[config.mk]
export PLATFORM = sky130hd
export DESIGN_NAME = rst_cause_ctrl
export DESIGN_NICKNAME = d
export VERILOG_FILES = /design/src/rtl/rst_cause_ctrl.sv
export SDC_FILE = /design/constraint.sdc
export NUM_CORES = 1
export LEC_CHECK = 0
export ABC_AREA = 1
export BUFFER_PORTS_ARGS = -buffer_cell sky130_fd_sc_hd__buf_2
export CORE_MARGIN = 5
export CORE_UTILIZATION = 29
export CTS_CLUSTER_DIAMETER = 80
export DETAILED_ROUTE_END_ITERATION = 16
export PLACE_DENSITY = 0.52
export SYNTH_ARGS = -nofsm -noshare
export SYNTH_HDL_FRONTEND = slang
export SYNTH_SLANG_ARGS = --single-unit
[constraint.sdc]
create_clock -name clk -period 1.6 [get_ports clk]
set_clock_uncertainty 0.15 [all_clocks]
set_input_delay 0.24 -clock clk [delete_from_list [all_inputs] [get_ports clk]]
set_output_delay 0.24 -clock clk [all_outputs]
set_load 0.005 [all_outputs]
[src/rtl/rst_cause_ctrl.sv]
module rst_cause_ctrl #(
  parameter int STRETCH     = 16,
  parameter int SYNC_STAGES = 2
) (
  input  logic       clk,
  input  logic       por_n,
  input  logic       pin_rst_n,
  input  logic       pin_en,
  input  logic       bod_det,
  input  logic       wdt_expire,
  input  logic       sw_req,
  input  logic       brk_req,
  input  logic       flag_wr,
  input  logic [5:0] flag_wdata,
  output logic [5:0] flag_rdata,
  output logic       pin_value,
  output logic       sys_rst_n
);

  localparam int CW = $clog2(STRETCH + 1);
  localparam logic [5:0] POR_PATTERN = 6'b000110;
  localparam logic [5:0] WDT_PATTERN = 6'b001110;

  logic [SYNC_STAGES-1:0] pin_sync;
  logic [CW-1:0]          cnt;
  logic [5:0]             flags, hit, flags_nxt;
  logic                   pwrup, pin_req, act, release_now;

  always_ff @(posedge clk or negedge por_n)
    if (!por_n) pin_sync <= '1;
    else        pin_sync <= {pin_sync[SYNC_STAGES-2:0], pin_rst_n};

  assign pin_value = pin_sync[SYNC_STAGES-1];
  assign pin_req   = !pin_value && (pin_en || pwrup);
  assign hit       = {brk_req, sw_req, wdt_expire, bod_det, 1'b0, pin_req};
  assign act       = |hit;
  assign release_now = !act && (cnt <= CW'(1));

  assign flags_nxt = wdt_expire ? (WDT_PATTERN | hit)
                                : ((flag_wr ? (flags & flag_wdata) : flags) | hit);

  always_ff @(posedge clk or negedge por_n)
    if (!por_n) flags <= POR_PATTERN;
    else        flags <= flags_nxt;

  always_ff @(posedge clk or negedge por_n)
    if (!por_n) begin
      cnt       <= CW'(STRETCH);
      sys_rst_n <= 1'b0;
      pwrup     <= 1'b1;
    end else begin
      if (act)           cnt <= CW'(STRETCH);
      else if (cnt != 0) cnt <= cnt - CW'(1);
      sys_rst_n <= release_now;
      if (release_now) pwrup <= 1'b0;
    end

  assign flag_rdata = flags;

  a_r6_wdt_flags: assert property (@(posedge clk) disable iff (!por_n)
    wdt_expire |=> (flag_rdata[3:1] == 3'b111));

  a_r7_sw_sets: assert property (@(posedge clk) disable iff (!por_n)
    sw_req |=> flag_rdata[4]);

  a_r8_clear_only: assert property (@(posedge clk) disable iff (!por_n)
    (flag_wr && !act) |=> (flag_rdata == ($past(flag_rdata) & $past(flag_wdata))));

  a_r10_active_holds: assert property (@(posedge clk) disable iff (!por_n)
    act |=> !sys_rst_n);

  a_r10_quiet_release: assert property (@(posedge clk) disable iff (!por_n)
    $rose(sys_rst_n) |-> !$past(act));

  a_r3_pin_gated: assert property (@(posedge clk) disable iff (!por_n)
    (sys_rst_n && !pin_en && !pwrup && !bod_det && !wdt_expire && !sw_req && !brk_req)
      |=> sys_rst_n);

  a_r4_pwrup_hold: assert property (@(posedge clk) disable iff (!por_n)
    (pwrup && !pin_value) |=> !sys_rst_n);

endmodule

# Yosys cells after proc, flatten, opt, wreduce, memory -nomap -nowiden
# Cells that the tools add are included.
[word_totals]
output_inout_bits = 8
romBits = 0
in_bits = 15
ff_bits = 15
n_memories = 0
ramBits = 0
latch_bits = 0
[classes]
n_mux = 4
n_lt_le_gt_ge = 1
add_sub_neg = 1
eq_ne = 0
n_div = 0
mul = 0
bitwise_logic = 2
shifts = 0
reduce_logical = 8
[ops]
columns = ["operator", "n"]
rows = [
  ["2-to-1 mux 6 bit", 2],
  ["2-to-1 mux 5 bit", 2],
  ["AND 6 bit", 1],
  ["OR 6 bit", 1],
  ["less-or-equal comparator 5 x 1 -> 1 bit (second input constant)", 1],
  ["nonzero test 5 bit", 1],
  ["OR reduction 5 bit", 1],
  ["subtractor 5 x 1 -> 5 bit (second input constant)", 1],
  ["logical AND 1 bit", 2],
  ["logical NOT 1 bit", 2],
  ["nonzero test 2 bit", 1],
  ["logical OR 1 bit", 1],
]

# Logic depth before layout (Yosys ltp)
# Gate-level depths: netlist of run 1.
[depth]
depth_word = 5
ltp_mapped = 6
ltp_nobuf = 6

# Worst setup path after synthesis of run 1
# OpenSTA, ideal clock, no wires.
[synth_timing]
kind = "register -> register"
from = "register cnt[0]"
to = "register cnt[0]"
path_stages_with_launch = 6
path_slack_ns = 0.365
required_time_ns = 1.333
setup_time_ns = 0.117
arrival_time_ns = 0.968
path_cell_list = "dfrtp_1 inv_1 ha_1 nand3_2 nor2_1 nor2_1"
[synth_via]
elab_chain_len = 3
word_cells_on_any_way = 5
classes_between = "1 x add/sub; 2 x mux; 2 x reduce/logical"
[synth_rtl]
columns = ["item", "line_no", "text"]
rows = [
  ["start: declaration", "25", "logic [CW-1:0] cnt;"],
  ["start signal: assignment", "48", "cnt <= CW'(STRETCH);"],
  ["start signal: assignment", "52", "if (act) cnt <= CW'(STRETCH);"],
  ["start signal: assignment", "53", "else if (cnt != 0) cnt <= cnt - CW'(1);"],
  ["subtractor 5 x 1 -> 5 bit", "53", ""],
  ["2-to-1 mux 5 bit", "53", ""],
  ["2-to-1 mux 5 bit", "52", ""],
]
# Parallel ways exist; a longest one is shown, timed or not. The select of a mux whose other input is x is not followed.
# A chain may end at the register's enable or synchronous reset.

# Worst setup path after layout of run 1
[layout_timing]
from = "input brk_req"
to = "register cnt[3]"
[layout_via]
elab_chain_len = 2
word_cells_on_any_way = 3
classes_between = "1 x mux; 2 x reduce/logical"
[layout_rtl]
columns = ["item", "line_no", "text"]
rows = [
  ["start: declaration", "12", "input logic brk_req,"],
  ["OR reduction 5 bit *", "36", "assign act = |hit;"],
  ["2-to-1 mux 5 bit or nonzero test 2 bit (tied branches)", "n/a", ""],
]
# Mark *: on every way between the ends. The rest lies on a longest branch, timed or not.

==> out/metrics.yaml, run 1 <==
run_status:
  status: "complete, no violations"
clocking:
  cts_num_sinks: 15
  post_cts_buffers: 0
  htree_levels: 1
  cts_tree: "done"
  cts-root-buf: "clkbuf_4"
  numCtsBuffers: 3
  cts_buffer_depth: 2
  clk_transition_reported_paths_ps: 100
  clk_latency_ps: 290
logic_synthesis:
  ys_ff_latch: 15
  synth_area_per_cell_um2: 9.23
  synth_cells: 72
  synth_cell_types: 17
  synth_area_um2: 664
  syn-num-nets: 89
  yosysWarnings: 0
  yosysSeqAreaShare_pct: 57.6
final_layout:
  final_layout_size_suffix_gt1_share_pct: 35.3
  layout.cells.non_filler: 130
  layout_common_cells: "22 x buf_2, 16 x nand2_1, 11 x nor2_1"
  final_area_um2: 880
  antenna_cells: 0
  area_growth_pct: 32.4
  fillCellCount: 234
  layout.nets: 120
  final_core_util_pct: 40.1
  mostFrequentLayoutCell: "buf_2"
placed_design:
  place_congestion: 0.852
  placed_area_um2: 810
  io_buffers: 22
  hpwlAfterDp_um: 1030
  pre_cts_slack_ps: 260
  place_inst: 122
floorplanning:
  start_util_pct: 30.3
  fp.dieArea_um2: 3350
  rows: 17
  fp.dieW_um: 57.9
  die_h_um: 57.9
  coreArea_um2: 2190
  pin_count: 23
detailed_routing:
  wl_per_cell_um: 10.4
  first_pass_iters: 4
  drcViolationCount: 0
  drt_iter0_markers: 5
  vias_per_cell: 4.20
  vias: 546
  routed_wl_um: 1350
  drtAntennaViolNets: 0
global_route:
  met2_usage_pct: 16.5
  antenna_found_initial: 0
  grt_pass1_wl_um: 2460
  grt.total_usage_pct: 9.61
  grt.met1_usage_pct: 10.4
  grt_max_degree: 16
  grt_use_met3_pct: 1.34
  grt.busiest_layer: "met2"
  grt_pass1_vias: 593
  grt-ovfl-total: 0
worst_setup_path:
  critical_path.max_fanout: 7
  worst-r2r-cell-count: 6
  rrSetupSlack_ps: 250
  reg2reg_from: "cnt[0]"
  start_kind: "primary input"
  worstSetupPathType: "primary input to flip-flop"
  required_ps: 1670
  cp_data_arrival_time_ps: 1470
  r2r_end: "cnt[0]"
  worstSetupEndpointType: "flip-flop"
timing:
  hold_ws_ps: 7.17
  setup_viol: 0
  worstMarginPinSlew_ps: 336
  clock.fmax_ghz: 0.716
  finalHoldViolCount: 0
  slew-limit-headroom_pct: 77.6
  period_minus_slack_ps: 1400
  layout_setup_ws_ps: 203
  final-max-slew-violation-count: 0
  fin_crit_sh_pct: 87.3
  rsz0062_at_grt: "no"
  tns_ps: 0
hold_path:
  hp-class: "primary input to flip-flop"
  whs_path_depth: 2
  hold_path_end: "flag_rdata[4]"
  hold_start: "sw_req"
pwr:
  powerDensity_nw_per_um2: 818
  power_uw: 720
  cellLeakagePower_nw: 0.457
  ir_drop_mv: 0.421
job:
  cap_violations: 0
-- power by group --
| group | leakage (nW) | switching (mW) | internal [mW] |
|---|---|---|---|
| clock network | 0.0139 | 0.136 | 0.0951 |
| registers | 0.176 | 0.00778 | 0.400 |
| logic | 0.267 | 0.0410 | 0.0398 |
-- worst max-delay path, cell delays in order --
cell,delay (ps)
dlygate4sd3_1,540
buf_2,130
nor2_1,120
nand2_2,80
nor2_4,190
nand2_1,70
nor2_1,100
-- synth_stat cells (all sizes together) --
master	count	area share, %
nand2	17	10
nor2	13	8.9
dfrtp	9	34
inv	9	5.1
dfstp	6	24
o21ai	6	4.5
nand3	4	3.8
ha	2	3.8
o21bai	2	2.3
a21oi	1	0.75
nand3b	1	1.1
o22ai	1	0.94
xor2	1	1.3
-- layer usage --
layer / part of all wire [%] / vias to the layer above
li1: - / 286
met1: 43 / 250
met2: 52 / 6
met3: 1.6 / 4
met4: 3.4 / 0
met5: 0 / -
-- cell type report --
type	instances	area (um^2)	share of cell area [%]
Clock buffer	3	22.5	2.56
Tap cell	28	35.0	3.98
Sequential cell	15	383	43.5
Clock inverter	1	7.51	0.853
Multi-Input combinational cell	48	248	28.2
Inverter	9	33.8	3.84
Timing Repair Buffer	26	150	17.1
-- flip-flops by register name (all words and copies together) (netlist names) --
signal and flops:
cnt 5, flag_rdata 6, pwrup 1, pin_sync 2
sys_rst_n 1
-- worst max-delay path by stage --
| stage | from | to | cells after the start |
|---|---|---|---|
| floorplan | cnt[0] | cnt[0] | 5 |
| global placement | cnt[0] | cnt[1] | 5 |
| detailed placement | cnt[0] | cnt[0] | 6 |
| CTS | brk_req | cnt[3] | 7 |
| global route | cnt[0] | cnt[0] | 6 |
| finish | brk_req | cnt[3] | 7 |
-- cell families after synthesis --
group           after synthesis  share of synthesized area [%]
compound gates               10                           8.47
flops                        15                           57.6
simple gates                 35                           23.7
fa+ha+maj                     2                           3.77
xor+xnor                      1                           1.32
buf+inv                       9                           5.08
-- what timing repair did --
action,4_1_cts,5_1_grt
hold buffers,4,0
resized for setup,0,0
endpoints found under the hold margin,18,0
endpoints found under the setup margin,0,0
No activity file was read; power rests on OpenSTA's default activity.
==> run 2: changes to the inputs <==
--- a/config.mk
+++ b/config.mk
@@ -13,2 +13,3 @@
 export DETAILED_ROUTE_END_ITERATION = 16
+export GPL_TIMING_DRIVEN = 0
 export PLACE_DENSITY = 0.52
==> constraint.sdc (replaced) <==
create_clock -name clk -period 1.6 [get_ports clk]
set_clock_uncertainty 0.15 [all_clocks]
set_input_delay 0.16 -clock clk [delete_from_list [all_inputs] [get_ports clk]]
set_output_delay 0.16 -clock clk [all_outputs]
set_load 0.005 [all_outputs]
==> run 2 against run 1 <==
Maximum frequency decreased by 11%. Hold slack gained 25 ps. Non-clock buffer count is 9 higher. Largest cell class unchanged.
==> out/metrics.yaml, run 2 (same netlist as run 1, synthesis figures left out) <==
run_status:
  status: "complete, no violations"  # unchanged
floorplanning:
  pin_count: 23  # unchanged
  fp.dieW_um: 57.9  # unchanged
  start_util_pct: 30.3  # unchanged
  die_h_um: 57.9  # unchanged
  fp.dieArea_um2: 3350  # unchanged
  rows: 17  # unchanged
  coreArea_um2: 2190  # unchanged
pwr:
  powerDensity_nw_per_um2: 744  # was 818 nW/um^2
  power_uw: 718  # was 720 uW
  cellLeakagePower_nw: 0.494  # was 0.457 nW
  ir_drop_mv: 0.469  # was 0.421 mV
worst_setup_path:
  cp_num_buf_inv: 3  # was 2
  worstSetupPathType: "primary input to flip-flop"  # unchanged
  rrSetupSlack_ps: 200  # was 250 ps
  crit_chain: "dlygate4sd3_1, buf_2, nor2_2, dlygate4sd3_1, nand2_1"  # was dlygate4sd3_1, buf_2, nor2_1, nand2_2, nor2_4, nand2_1, nor2_1
  crit_family: "buffers and inverters"  # unchanged
  worstSetupEndpointType: "flip-flop"  # unchanged
  required_ps: 1660  # was 1670 ps
  worst-r2r-cell-count: 3  # was 6
  r2r_end: "flag_rdata[1]"  # was cnt[0]
  critPathSlowestCell: "dlygate4sd3_1"  # unchanged
  reg2reg_from: "flag_rdata[1]"  # was cnt[0]
  max_stage_delay_ps: 570  # was 540 ps
  start_kind: "primary input"  # unchanged
  path_common_cell: "dlygate4sd3_1"  # was nor2_1
  cp_data_arrival_time_ps: 1620  # was 1470 ps
  critical_path.max_fanout: 5  # was 7
final_layout:
  fillCellCount: 218  # was 234
  layout_common_cells: "22 x buf_2, 16 x nand2_1, 13 x dlygate4sd3_1"  # was 22 x buf_2, 16 x nand2_1, 11 x nor2_1
  largest_register_ffs: 6  # unchanged
  final_layout_size_suffix_gt1_share_pct: 31.5  # was 35.3%
  antenna_cells: 0  # unchanged
  area_growth_pct: 45.4  # was 32.4%
  mostFrequentLayoutCell: "buf_2"  # unchanged
  layout.nets: 129  # was 120
timing:
  clock.fmax_ghz: 0.640  # was 0.716 GHz
  final-max-slew-violation-count: 0  # unchanged
  fin_crit_sh_pct: 97.6  # was 87.3%
  finalHoldViolCount: 0  # unchanged
  setup_viol: 0  # unchanged
  slew-limit-headroom_pct: 77.4  # was 77.6%
  worstMarginPinSlew_ps: 340  # was 336 ps
  period_minus_slack_ps: 1560  # was 1400 ps
  rsz0062_at_grt: "no"  # unchanged
  tns_ps: 0  # unchanged
hold_path:
  whs_path_depth: 3  # was 2
  hp-class: "primary input to flip-flop"  # unchanged
  hold_path_end: "flag_rdata[0]"  # was flag_rdata[4]
  hold_start: "flag_wdata[0]"  # was sw_req
global_route:
  antenna_found_initial: 0  # unchanged
  grt_pass1_wl_um: 2580  # was 2460 um
  grt_pass1_vias: 612  # was 593
  grt.total_usage_pct: 10.2  # was 9.61%
  grt-ovfl-total: 0  # unchanged
  grt_max_degree: 16  # unchanged
detailed_routing:
  first_pass_iters: 4  # unchanged
  drt_iter0_markers: 1  # was 5
  wl_per_cell_um: 10.8  # was 10.4 um
  vias_per_cell: 4.34  # was 4.20
  drcViolationCount: 0  # unchanged
  vias: 603  # was 546
  routed_wl_um: 1510  # was 1350 um
  drtAntennaViolNets: 0  # unchanged
clocking:
  cts_buffer_depth: 2  # unchanged
  cts-root-buf: "clkbuf_4"  # unchanged
  clk_transition_reported_paths_ps: 80  # was 100 ps
  cts_tree: "done"  # unchanged
  cts_num_sinks: 15  # unchanged
  htree_levels: 1  # unchanged
  numCtsBuffers: 3  # unchanged
  clk_latency_ps: 280  # was 290 ps
job:
  cap_violations: 0  # unchanged
placed_design:
  io_buffers: 22  # unchanged
  place_congestion: 0.753  # was 0.852
  hpwlAfterDp_um: 1000  # was 1030 um
## run 2: metal layers
layer,vias to the layer above,global-route usage (%),routed length (um)
li1,305,-,-
met1,286,10.3,624
met2,8,17.7,804
met3,4,4.01,33
met4,0,5.96,46
met5,-,0,0
## run 2: where the power goes
group	internal, mW	leakage (nW)	switching [mW]
clock	0.0968	0.0150	0.113
combinational	0.0560	0.303	0.0455
sequential	0.400	0.176	0.00769
total	0.552	0.494	0.166
## run 2: stage by stage
step / utilization, % / cells / setup WS (ps) / hold slack (ps) / cell area [um^2]
3_5_place_dp: 37.0 / 122 / 259 / -67.1 / 810
2_1_floorplan: - / 72 / 365 / -286 / 664
6_report: 44.1 / 139 / 38.0 / 32.6 / 966
4_1_cts: 44.1 / 139 / 89.3 / 20.6 / 966
3_3_place_gp: 37.0 / 122 / 268 / -66.6 / 810
5_1_grt: 44.1 / 139 / 36.5 / 14.0 / 966
## run 2: worst register-to-register path: cells and delay by family, from the launching register on
family,cells,cell delay (ps)
buffers and inverters,1,530
DFF,1,530
AOI/OAI and AO/OA,1,70
and+or+nand+nor,1,60
## run 2: worst max-delay path by stage
stage / cells past startpoint / to / slack (ps) / from
finish: 5 / flag_rdata[2] / 40 / wdt_expire
detailed placement: 6 / cnt[0] / 260 / cnt[0]
global route: 5 / flag_rdata[2] / 40 / wdt_expire
CTS: 5 / flag_rdata[2] / 90 / wdt_expire
floorplan: 5 / cnt[0] / 370 / cnt[0]
global placement: 6 / cnt[0] / 270 / cnt[0]
## run 2: what timing repair did
action,in CTS,in global routing
buffers inserted,0,0
hold endpoints to repair,22,0
hold buffers,13,0
resized for setup,0,0
## run 2: cell type report
cell class                      count  area (um^2)  area share [%]
Inverter                            9         33.8            3.50
Timing Repair Buffer               35          240            24.9
Clock buffer                        4         26.3            2.72
Sequential cell                    15          383            39.6
Multi-Input combinational cell     48          248            25.6
Tap cell                           28         35.0            3.63
==> run 3: changes to the inputs <==
CTS_BUF_LIST = sky130_fd_sc_hd__clkbuf_8 sky130_fd_sc_hd__clkbuf_16   (was unset)
==> run 3 against run 2 <==
First-iteration DRC count increased to 6.0 times the previous value. Count of clock-buffer cells in the layout shrank 1. Combinational power is 18% lower. Sequential cell count is the same. Clock power grew 38%. Maximum frequency up 15%. Sequential power is essentially flat. Critical endpoint is now cnt[3]. Largest power group unchanged.
==> out/metrics.yaml, run 3 (same netlist as run 1, synthesis figures left out) <==
run_status:
  status: "complete, no violations"  # unchanged
worst_setup_path:
  required_ps: 1630  # was 1660 ps
  rrSetupSlack_ps: 260  # was 200 ps
  crit_family: "buffers and inverters"  # unchanged
  path_common_cell: "nor2_1"  # was dlygate4sd3_1
  cp_data_arrival_time_ps: 1390  # was 1620 ps
  critPathSlowestCell: "dlygate4sd3_1"  # unchanged
  critical_path.max_fanout: 7  # was 5
  worstSetupEndpointType: "flip-flop"  # unchanged
  cp_num_buf_inv: 2  # was 3
  max_stage_delay_ps: 540  # was 570 ps
  start_kind: "primary input"  # unchanged
  worstSetupPathType: "primary input to flip-flop"  # unchanged
  crit_chain: "dlygate4sd3_1, buf_2, nor2_1, nand2_2, nor2_4, nand2_1, nor2_1"  # was dlygate4sd3_1, buf_2, nor2_2, dlygate4sd3_1, nand2_1
pwr:
  power_switching_uw: 168  # was 166 uW
  intPower_uw: 611  # was 552 uW
  ir_drop_mv: 0.678  # was 0.469 mV
  swShare_pct: 21.6  # was 23.1%
  powerDensity_nw_per_um2: 861  # was 744 nW/um^2
  power_frac_clock_pct: 37.1  # was 29.2%
  cellLeakagePower_nw: 0.474  # was 0.494 nW
  combPwrFrac_pct: 10.6  # was 14.1%
  p_seq_share_pct: 52.3  # was 56.7%
detailed_routing:
  drcViolationCount: 0  # unchanged
  drtAntennaViolNets: 0  # unchanged
  wl_per_cell_um: 10.2  # was 10.8 um
  first_pass_iters: 4  # unchanged
  routed_wl_um: 1340  # was 1510 um
  vias: 560  # was 603
  vias_per_cell: 4.27  # was 4.34
  drt_iter0_markers: 6  # was 1
final_layout:
  layout.nets: 121  # was 129
  layout.cells.non_filler: 131  # was 139
  final_area_um2: 905  # was 966 um^2
  final_layout_size_suffix_gt1_share_pct: 34.0  # was 31.5%
  largest_register_ffs: 6  # unchanged
  antenna_cells: 0  # unchanged
  area_growth_pct: 36.2  # was 45.4%
  layout_common_cells: "22 x buf_2, 16 x nand2_1, 11 x nor2_1"  # was 22 x buf_2, 16 x nand2_1, 13 x dlygate4sd3_1
  mostFrequentLayoutCell: "buf_2"  # unchanged
timing:
  tns_ps: 0  # unchanged
  period_minus_slack_ps: 1360  # was 1560 ps
  clock.fmax_ghz: 0.735  # was 0.640 GHz
  worstMarginPinSlew_ps: 334  # was 340 ps
  slew-limit-headroom_pct: 77.7  # was 77.4%
  finalHoldViolCount: 0  # unchanged
  setup_viol: 0  # unchanged
  final-max-slew-violation-count: 0  # unchanged
  fin_crit_sh_pct: 85.0  # was 97.6%
  rsz0062_at_grt: "no"  # unchanged
clocking:
  numCtsBuffers: 3  # unchanged
  cts_num_sinks: 15  # unchanged
  cts_resized: 0  # unchanged
  cts_hold_buffers: 5  # was 13
  post_cts_buffers: 0  # unchanged
  cts-root-buf: "clkbuf_8"  # was clkbuf_4
  cts_tree: "done"  # unchanged
  htree_levels: 1  # unchanged
  clk_latency_ps: 240  # was 280 ps
  cts_buffer_depth: 2  # unchanged
  clk_transition_reported_paths_ps: 50  # was 80 ps
global_route:
  grt_max_degree: 16  # unchanged
  antenna_found_initial: 0  # unchanged
  grt-ovfl-total: 0  # unchanged
  grt.total_usage_pct: 9.28  # was 10.2%
  grt_pass1_wl_um: 2370  # was 2580 um
  grt_pass1_vias: 557  # was 612
floorplanning:
  start_util_pct: 30.3  # unchanged
  fp.dieArea_um2: 3350  # unchanged
  pin_count: 23  # unchanged
  die_h_um: 57.9  # unchanged
  coreArea_um2: 2190  # unchanged
  rows: 17  # unchanged
  fp.dieW_um: 57.9  # unchanged
placed_design:
  place_inst: 122  # unchanged
  place_congestion: 0.753  # unchanged
  hpwlAfterDp_um: 1000  # unchanged
  io_buffers: 22  # unchanged
  placed_area_um2: 810  # unchanged
hold_path:
  hp-class: "primary input to flip-flop"  # unchanged
job:
  cap_violations: 0  # unchanged
[run 3: worst reg2reg max path: cells and delay by family, from the launching register on]
kind | cells | cell delay [ps]
flip-flops | 1 | 400
adder cells (fa/ha/maj) | 1 | 230
buffers and inverters | 1 | 120
AND/OR/NAND/NOR | 4 | 370
[run 3: worst paths after layout]
kind / cells after the start / endpoint / from
worst max register to register: 6 / cnt[0] / cnt[0]
worst min-delay path: 3 / flag_rdata[1] / flag_wdata[1]
worst max-delay path: 7 / cnt[3] / sw_req
worst min register to register: 0 / pin_sync[1] / pin_sync[0]
max in group asynchronous: 2 / cnt[4] / por_n
min in group asynchronous: 2 / flag_rdata[4] / por_n
[run 3: metrics by stage]
stage	worst slack, ps	hold slack [ps]	utilization, %	total power [mW]
2_1_floorplan	365	-286	-	0.445
5_1_grt	122	10.0	41.3	0.831
3_5_place_dp	259	-67.1	37.0	0.489
3_3_place_gp	268	-66.6	37.0	0.488
4_1_cts	248	3.94	41.3	0.795
6_report	240	3.18	41.3	0.779
[run 3: cell type report]
cell class | instances | area [um^2]
clock buffers | 3 | 41.3
multi-input cells | 48 | 248
flip-flops and latches | 15 | 383
inverters | 9 | 33.8
repair buffers | 27 | 160
well taps | 28 | 35.0
fillers | 224 | 1290
clock inverters | 1 | 3.75
[run 3: power groups by stage]
| stage | Clock [mW] | Sequential (mW) | Combinational (mW) |
|---|---|---|---|
| 3_3_place_gp | 0 | 0.414 | 0.0736 |
| 4_1_cts | 0.303 | 0.408 | 0.0839 |
| 6_report | 0.289 | 0.408 | 0.0826 |
| 3_5_place_dp | 0 | 0.414 | 0.0745 |
| 2_1_floorplan | 0 | 0.415 | 0.0306 |
| 5_1_grt | 0.327 | 0.411 | 0.0942 |
[run 3: metal layers]
metal / GRT usage [%] / share of wire, % / vias up
li1: - / - / 288
met1: 10.1 / 41 / 259
met2: 15.6 / 54 / 11
met3: 4.01 / 3.9 / 2
met4: 3.97 / 1.7 / 0
met5: 0 / 0 / -
